==> src/rtl/ptg_pkg.sv <==
package ptg_pkg;

  // Strobes from control to datapath
  typedef struct packed {
    logic run;    // advance the divider this cycle
    logic clear;  // force divider to zero
  } ctl_strobe_t;

  // Counter bit whose 0->1 transition marks an event for a divide by 2^n (bit n-1)
  function automatic int tapIndex(input logic [2:0] sel);
    case (sel)
      3'd0:    return 14;
      3'd1:    return 12;
      3'd2:    return 10;
      3'd3:    return 6;
      3'd4:    return 5;
      3'd5:    return 4;
      3'd6:    return 3;
      default: return 2;
    endcase
  endfunction

endpackage

==> src/rtl/ptg_datapath.sv <==
module ptg_datapath
  import ptg_pkg::*;
#(
  parameter int CHAIN_W = 15,
  parameter int PRE_W   = 7
) (
  input  logic        clk,
  input  logic        rstN,
  input  ctl_strobe_t strobes,
  input  logic        preDiv,
  input  logic [2:0]  rateSel,
  output logic        tapEvent
);

  localparam int TAP_W = $clog2(CHAIN_W);

  logic               advance;
  logic [CHAIN_W-1:0] chainCnt;
  logic [CHAIN_W-1:0] chainNext;
  logic [TAP_W-1:0]   tapIdx;

  generate
    if (PRE_W > 0) begin : g_prescale
      localparam logic [PRE_W-1:0] PRE_MAX = '1;
      logic [PRE_W-1:0] preCnt;

      always_ff @(posedge clk or negedge rstN) begin
        if (!rstN)                          preCnt <= '0;
        else if (strobes.clear || !preDiv)  preCnt <= '0;
        else if (strobes.run)               preCnt <= preCnt + 1'b1;
      end

      assign advance = strobes.run && (!preDiv || preCnt == PRE_MAX);
    end else begin : g_noprescale
      assign advance = strobes.run && !preDiv;
    end
  endgenerate

  always_ff @(posedge clk or negedge rstN) begin
    if (!rstN)              chainCnt <= '0;
    else if (strobes.clear) chainCnt <= '0;
    else if (advance)       chainCnt <= chainNext;
  end

  assign chainNext = chainCnt + 1'b1;
  assign tapIdx    = TAP_W'(tapIndex(rateSel));
  assign tapEvent  = advance && !chainCnt[tapIdx] && chainNext[tapIdx];


  chain_zero_chk: assert property (@(posedge clk) disable iff (!rstN)
    strobes.clear |=> chainCnt == '0);


  hold_when_stopped_chk: assert property (@(posedge clk) disable iff (!rstN)
    (!strobes.run && !strobes.clear) |=> $stable(chainCnt));

endmodule

==> src/rtl/ptg_ctrl.sv <==
module ptg_ctrl
  import ptg_pkg::*;
(
  input  logic        clk,
  input  logic        rstN,
  input  logic        tickEn,
  input  logic        irqEn,
  input  logic        ackWr,
  input  logic        ackVal,
  input  logic        stopMode,
  input  logic        oscInStop,
  input  logic        tapEvent,
  output ctl_strobe_t strobes,
  output logic        eventFlag,
  output logic        irqReq,
  output logic        wakeReq
);

  logic frozen;
  logic ackClear;

  assign frozen        = stopMode && !oscInStop;
  assign strobes.run   = tickEn && !frozen;
  assign strobes.clear = !tickEn;
  assign ackClear      = ackWr && ackVal;

  // Event has priority over the acknowledge
  always_ff @(posedge clk or negedge rstN) begin
    if (!rstN)         eventFlag <= 1'b0;
    else if (tapEvent) eventFlag <= 1'b1;
    else if (ackClear) eventFlag <= 1'b0;
  end

  assign irqReq  = eventFlag && irqEn;
  assign wakeReq = irqReq && stopMode;


  set_wins_chk: assert property (@(posedge clk) disable iff (!rstN)
    tapEvent |=> eventFlag);


  flag_sticky_chk: assert property (@(posedge clk) disable iff (!rstN)
    (eventFlag && !ackClear) |=> eventFlag);


  ack_clear_chk: assert property (@(posedge clk) disable iff (!rstN)
    (ackClear && !tapEvent) |=> !eventFlag);


  irq_needs_flag_chk: assert property (@(posedge clk) disable iff (!rstN)
    irqReq |-> (eventFlag && irqEn));


  wake_in_stop_chk: assert property (@(posedge clk) disable iff (!rstN)
    wakeReq |-> (stopMode && irqReq));

endmodule

==> src/rtl/periodic_tick_gen.sv <==
module periodic_tick_gen
  import ptg_pkg::*;
#(
  parameter int CHAIN_W = 15,
  parameter int PRE_W   = 7
) (
  input  logic       clk,
  input  logic       rstN,
  input  logic       tickEn,
  input  logic       irqEn,
  input  logic [2:0] rateSel,
  input  logic       preDiv,
  input  logic       ackWr,
  input  logic       ackVal,
  input  logic       stopMode,
  input  logic       oscInStop,
  output logic       eventFlag,
  output logic       irqReq,
  output logic       wakeReq
);

  ctl_strobe_t strobes;
  logic        tapEvent;

  ptg_ctrl u_ctrl (
    .clk       (clk),
    .rstN      (rstN),
    .tickEn    (tickEn),
    .irqEn     (irqEn),
    .ackWr     (ackWr),
    .ackVal    (ackVal),
    .stopMode  (stopMode),
    .oscInStop (oscInStop),
    .tapEvent  (tapEvent),
    .strobes   (strobes),
    .eventFlag (eventFlag),
    .irqReq    (irqReq),
    .wakeReq   (wakeReq)
  );

  ptg_datapath #(.CHAIN_W(CHAIN_W), .PRE_W(PRE_W)) u_dp (
    .clk      (clk),
    .rstN     (rstN),
    .strobes  (strobes),
    .preDiv   (preDiv),
    .rateSel  (rateSel),
    .tapEvent (tapEvent)
  );

endmodule

==> config.mk <==
export PLATFORM = sky130hd
export DESIGN_NAME = periodic_tick_gen
export DESIGN_NICKNAME = d
export VERILOG_FILES = /design/src/rtl/ptg_pkg.sv /design/src/rtl/ptg_datapath.sv /design/src/rtl/ptg_ctrl.sv /design/src/rtl/periodic_tick_gen.sv
export SDC_FILE = /design/constraint.sdc
export NUM_CORES = 1
export LEC_CHECK = 0
export BUFFER_PORTS_ARGS = -buffer_cell sky130_fd_sc_hd__buf_2
export CORE_ASPECT_RATIO = 0.75
export CORE_UTILIZATION = 50
export DETAILED_ROUTE_END_ITERATION = 8
export PLACE_DENSITY = 0.67
export SETUP_SLACK_MARGIN = 0.5
export SLEW_MARGIN = 10
export SYNTH_ARGS = -nofsm -noshare
export SYNTH_HDL_FRONTEND = slang
export SYNTH_SLANG_ARGS = --single-unit
export TNS_END_PERCENT = 1
==> constraint.sdc <==
create_clock -name clk -period 5.5 [get_ports clk]
set_clock_uncertainty 0.1 [all_clocks]
set_input_delay 0 -clock clk [delete_from_list [all_inputs] [get_ports clk]]
set_output_delay 0 -clock clk [all_outputs]
set_load 0.01 [all_outputs]
### After elaboration in Yosys (flattened, before gate mapping)

Cells that the tools add are included.

* multiplexer cells: 11
* order comparisons: 1
* equal/unequal tests: 8
* add/subtract/negate cells: 2
* reduce and logical (&&, ||, !) cells: 18

Operators by type and width (count)
* $mux 15: 2
* $pmux 4 s7: 1
* $add 15x1->15 const B: 1
* $mux 7: 2
* $eq 3x3->1 const B: 3
* $bmux 1 s4: 2
* $logic_and 1x1->1: 8
* $add 7x1->7 const B: 1
* $eq 7x7->1 const B: 1
* $eq 3x2->1 const B: 2
* $logic_not 1->1: 5
* $lt 4x5->1 const B: 1
* $mux 1: 4
* $reduce_bool 2->1: 2
* $eq 3x1->1 const B: 1
* $logic_not 3->1: 1
* $logic_or 1x1->1: 2
* $ne 2x1->1 const B: 1

* input port bits: 12
* output and inout port bits: 3
* bits in registers: 23
* logic and storage cells: 43

### Depth between registers and ports, before layout

* depth after elaboration: 8
* gate-level depth with buffers: 7
* gate-level depth less buffers: 6

### By module

Synthesis repeated with hierarchy kept, for this count alone.

* cell total of the unflattened synthesis: 149
* area, all modules: 1408.9 µm²

By module, submodules not included
* ptg_datapath: area an instance 1347.5 µm², sequential area each 550.5 µm², times used 1, cells an instance 141
* ptg_ctrl: area an instance 61.3 µm², sequential area each 25.0 µm², times used 1, cells an instance 8

### Least setup slack after synthesis

OpenSTA, ideal clock, no wires.

* path type: register to register
* from: reg u_dp.chainCnt[0]
* to: reg u_ctrl.eventFlag
* period minus slack after synthesis: 1.987 ns
* setup time: 0.120 ns
* cell stages (with the launch flop): 7
* data required time: 5.280 ns
* slack: 3.513 ns
* data arrival time: 1.766 ns
* path through: dfrtp_1 ha_1 nand2_1 or4b_4 mux2i_1 a2111o_2 o211a_1

* word-level cells in the longest chain between the ends: 6

Ends and longest elaborated chain
* start, declared: line ptg_datapath.sv:18 `logic [CHAIN_W-1:0] chainCnt;`
* start signal, assigned: line ptg_datapath.sv:42 `else if (advance) chainCnt <= chainNext;`
* parallel branches: the longest is 4 deep, another holds $add 15x1->15
* $logic_and 1x1->1 (*): line ptg_datapath.sv:47 `assign tapEvent = advance && !chainCnt[tapIdx] && chainNext[tapIdx];`
* $mux 1 or $reduce_bool 2->1 (tied branches)
* end signal, assigned: line ptg_ctrl.sv:29 `if (!rstN) eventFlag <= 1'b0;`
* end signal, assigned: line ptg_ctrl.sv:30 `else if (tapEvent) eventFlag <= 1'b1;`
* end signal, assigned: line ptg_ctrl.sv:31 `else if (ackClear) eventFlag <= 1'b0;`
* end, declared: line ptg_ctrl.sv:14 `output logic eventFlag,`

Mark *: on every way between the ends. The select of a mux whose other input is x is not followed.
A chain may end at the register's enable or synchronous reset.

### Worst setup path in the final report

* from: reg u_dp.g_prescale.preCnt[0]
* to: reg u_dp.chainCnt[7]

* word-level cells in the longest chain between the ends: 4

Ends and longest elaborated chain
* start, declared: line ptg_datapath.sv:25 `logic [PRE_W-1:0] preCnt;`
* start signal, assigned: line ptg_datapath.sv:30 `else if (strobes.run) preCnt <= preCnt + 1'b1;`
* $eq 7x7->1: line ptg_datapath.sv:33 `assign advance = strobes.run && (!preDiv || preCnt == PRE_MAX);`
* $logic_or 1x1->1: line ptg_datapath.sv:33
* $logic_and 1x1->1: line ptg_datapath.sv:33
* $ne 2x1->1 (no source line)

No other way between the ends.

==> impl_metrics.env <==
export IMPL_status="complete, no violations"
export IMPL_die_h_um=48.4
export IMPL_drt_iter0_markers=67
export IMPL_slowest_stage="a31oi_1"
export IMPL_antenna_left=0
export IMPL_grt_pass1_wl_mm=5.17
export IMPL_final_max_slew_viol_count=0
export IMPL_grt_pass1_vias=1066
export IMPL_arrival_ns=2.74
export IMPL_power_mw=0.309
export IMPL_layout_common_cells="23 x dfrtp_1, 14 x nand2_1, 14 x nor2_1, 14 x buf_2, 9 x xor2_1"
export IMPL_nets=180
export IMPL_cts_buffer_depth=2
export IMPL_finalSetupTns_ns=0
export IMPL_syn_area_um2=1440
export IMPL_leakage_nw=0.695
export IMPL_cts_resized=0
export IMPL_placed_area_um2=1500
export IMPL_p_per_area_nw_per_um2=197
export IMPL_hpwl_mm=2.24
export IMPL_die_w_um=63.9
export IMPL_final_common_cell="dfrtp_1"
export IMPL_utilization=0.589
export IMPL_path_max_fanout=14
export IMPL_ys_warn_count=0
export IMPL_htree_levels=1
export IMPL_hp_class="input port to flip-flop"
export IMPL_grt_ovfl_total=0
export IMPL_design_area_um2=1570
export IMPL_synth_seq_cells=23
export IMPL_cp_num_buf_inv=0
export IMPL_wirelength_mm=3.04
export IMPL_yosysSeqAreaShare=0.401
export IMPL_drive_above_1_share=0.133
export IMPL_numCtsBuffers=3
export IMPL_drv_cap=0
export IMPL_rows=16
export IMPL_antenna_cells=0
export IMPL_syn_nets=169
export IMPL_clock_sinks=23
export IMPL_insertion_delay_ns=0.26
export IMPL_io_pins=15
export IMPL_drc=0
export IMPL_setup_violations=0
export IMPL_cpPeakStageDelay_ns=0.78
export IMPL_clk_pin_slew_ns=0.07
export IMPL_die_area_um2=3090
export IMPL_cts_root_buffer="clkbuf_8"
export IMPL_io_buffer_count=14
export IMPL_finalCritPeriodShare=0.488
export IMPL_routabilityCongestion=0.812
export IMPL_cp_end_kind="flip-flop"
export IMPL_antenna_found_initial=0
export IMPL_synth_avg_cell_area_um2=9.26
export IMPL_slew_headroom=0.302
export IMPL_wl_per_cell_um=15.1
export IMPL_start_util=0.539
export IMPL_crit_chain="ha_1 > and4_1 > a31oi_1 > or2_1 > o21ai_0 > a21o_1"
export IMPL_vias=1204
export IMPL_synth_cell_types=42
export IMPL_finalCriticalPeriod_ns=2.69
export IMPL_areaGrowthSynthToFinish_pct=9.33
export IMPL_grt_start_max_net_pins=24
export IMPL_first_pass_iters=4
export IMPL_hold_violations=0
export IMPL_synthCells=155
export IMPL_tritoncts="yes"
export IMPL_fin_hold_ws_ns=0.0438
export IMPL_max_vdd_ir_drop_uv=153
export IMPL_criticalPathCategory="flip-flop to flip-flop"
export IMPL_worstPathRequired_ns=5.56
export IMPL_tightestPinTransition_ns=1.04
export IMPL_critPathLaunchType="flip-flop"
export IMPL_max_freq_ghz=0.372
export IMPL_core_um2=2660
export IMPL_via_per_inst=5.99
export IMPL_grt_use_total=0.220
export IMPL_critPathTopFamily="compound AO/OA/AOI/OAI gates"
export IMPL_rsz0062_at_grt="no"
-- where the power goes --
part	internal [mW]	switching, mW	leakage, nW	total, mW
Clock	0.0516	0.0493	0.0228	0.101
Combinational	0.0131	0.0217	0.353	0.0348
Sequential	0.171	0.00213	0.319	0.174
Total	0.236	0.0731	0.695	0.309
-- tightest hold or removal path, stage by stage --
cell and delay, ns:
buf_2 0.11, nand2_1 0.19, a21oi_1 0.07
-- metrics by stage --
| step | cells | setup slack, ns |
|---|---|---|
| 2_1_floorplan | 155 | 3.51 |
| 3_3_place_gp | 195 | 2.94 |
| 3_5_place_dp | 195 | 2.86 |
| 4_1_cts | 201 | 2.83 |
| 5_1_grt | 201 | 2.61 |
| 6_report | 201 | 2.81 |
-- synthesized netlist by cell type, drive strengths merged --
cell type   n  area (µm²)
a31oi       5        31.3
nor4b       2        17.5
nor3        1        5.00
a21boi      2        15.0
a2111o      1        12.5
nand4       4        40.0
o21bai      1        7.51
mux2i       2        20.0
or4b        1        13.8
nor4        1        6.26
and3        3        18.8
a41o        1        11.3
o22ai       2        12.5
inv         3        11.3
xnor2       2        17.5
ha          2        25.0
nand3b      2        15.0
o2111ai     1        8.76
buf         3        20.0
nand2      14        52.6
nor2       14        52.6
o211a       1        10.0
o21ai       5        25.0
o31ai       8        60.1
nand4b      1        8.76
nand3       5        25.0
and4        2        17.5
or2         2        12.5
dfrtp      23         576
xor2        9        78.8
nand2b      3        18.8
nor3b       2        15.0
clkbuf      7        26.3
and2        5        31.3
nor2b       1        6.26
o311ai      8        70.1
a21o        1        7.51
a21oi       2        10.0
a211oi      3        22.5
-- cell families (layout without fill, tap and decap cells) --
logic type               count (synthesis)  in the layout  synth area share
buffers and inverters                   13             23            0.0401
adder cells (fa/ha/maj)                  2              2            0.0174
XOR/XNOR                                11             11            0.0671
AO/OA/AOI/OAI                           41             41             0.212
flip-flops                              23             23             0.401
AND/OR/NAND/NOR                         63             63             0.248
multiplexers                             2              2            0.0139
-- state kept, by name, summed over array words and instances, names as in the netlist --
signal and cells:
u_ctrl.eventFlag 1, u_dp.chainCnt 15, u_dp.g_prescale.preCnt 7
-- area by class of cell --
cell class / instances / area (µm²)
flip-flops and latches: 23 / 576
inverters: 3 / 11.3
fillers: 234 / 1090
well taps: 36 / 45.0
clock buffers: 4 / 45.0
repair buffers: 16 / 90.1
multi-input cells: 119 / 802
-- routing by layer --
metal,vias up,track usage,wire [µm]
met4,0,0.0568,11
li1,598,-,-
met5,-,0,0
met2,34,0.301,1240
met1,570,0.345,1640
met3,2,0.0495,143
-- final timing paths --
kind / startpoint / to / slack (ns) / depth (start not counted)
min in group asynchronous: rstN / u_dp.chainCnt[9]$_DFFE_PN0P_ / 0.14 / 2
max in group asynchronous: rstN / u_dp.chainCnt[3]$_DFFE_PN0P_ / 4.82 / 2
max reg2reg: u_dp.g_prescale.preCnt[0]$_DFFE_PN0P_ / u_dp.chainCnt[7]$_DFFE_PN0P_ / 2.81 / 6
min reg2reg: u_dp.chainCnt[9]$_DFFE_PN0P_ / u_dp.chainCnt[9]$_DFFE_PN0P_ / 0.40 / 1
max: u_dp.g_prescale.preCnt[0]$_DFFE_PN0P_ / u_dp.chainCnt[7]$_DFFE_PN0P_ / 2.81 / 6
min: preDiv / u_dp.g_prescale.preCnt[1]$_DFFE_PN0P_ / 0.04 / 3
-- what timing repair did --
action                                 CTS  global route
hold buffers                             2             0
buffers inserted                         0             0
endpoints found under the hold margin   24             0
Note: power is estimated with default switching activity, not from simulation.
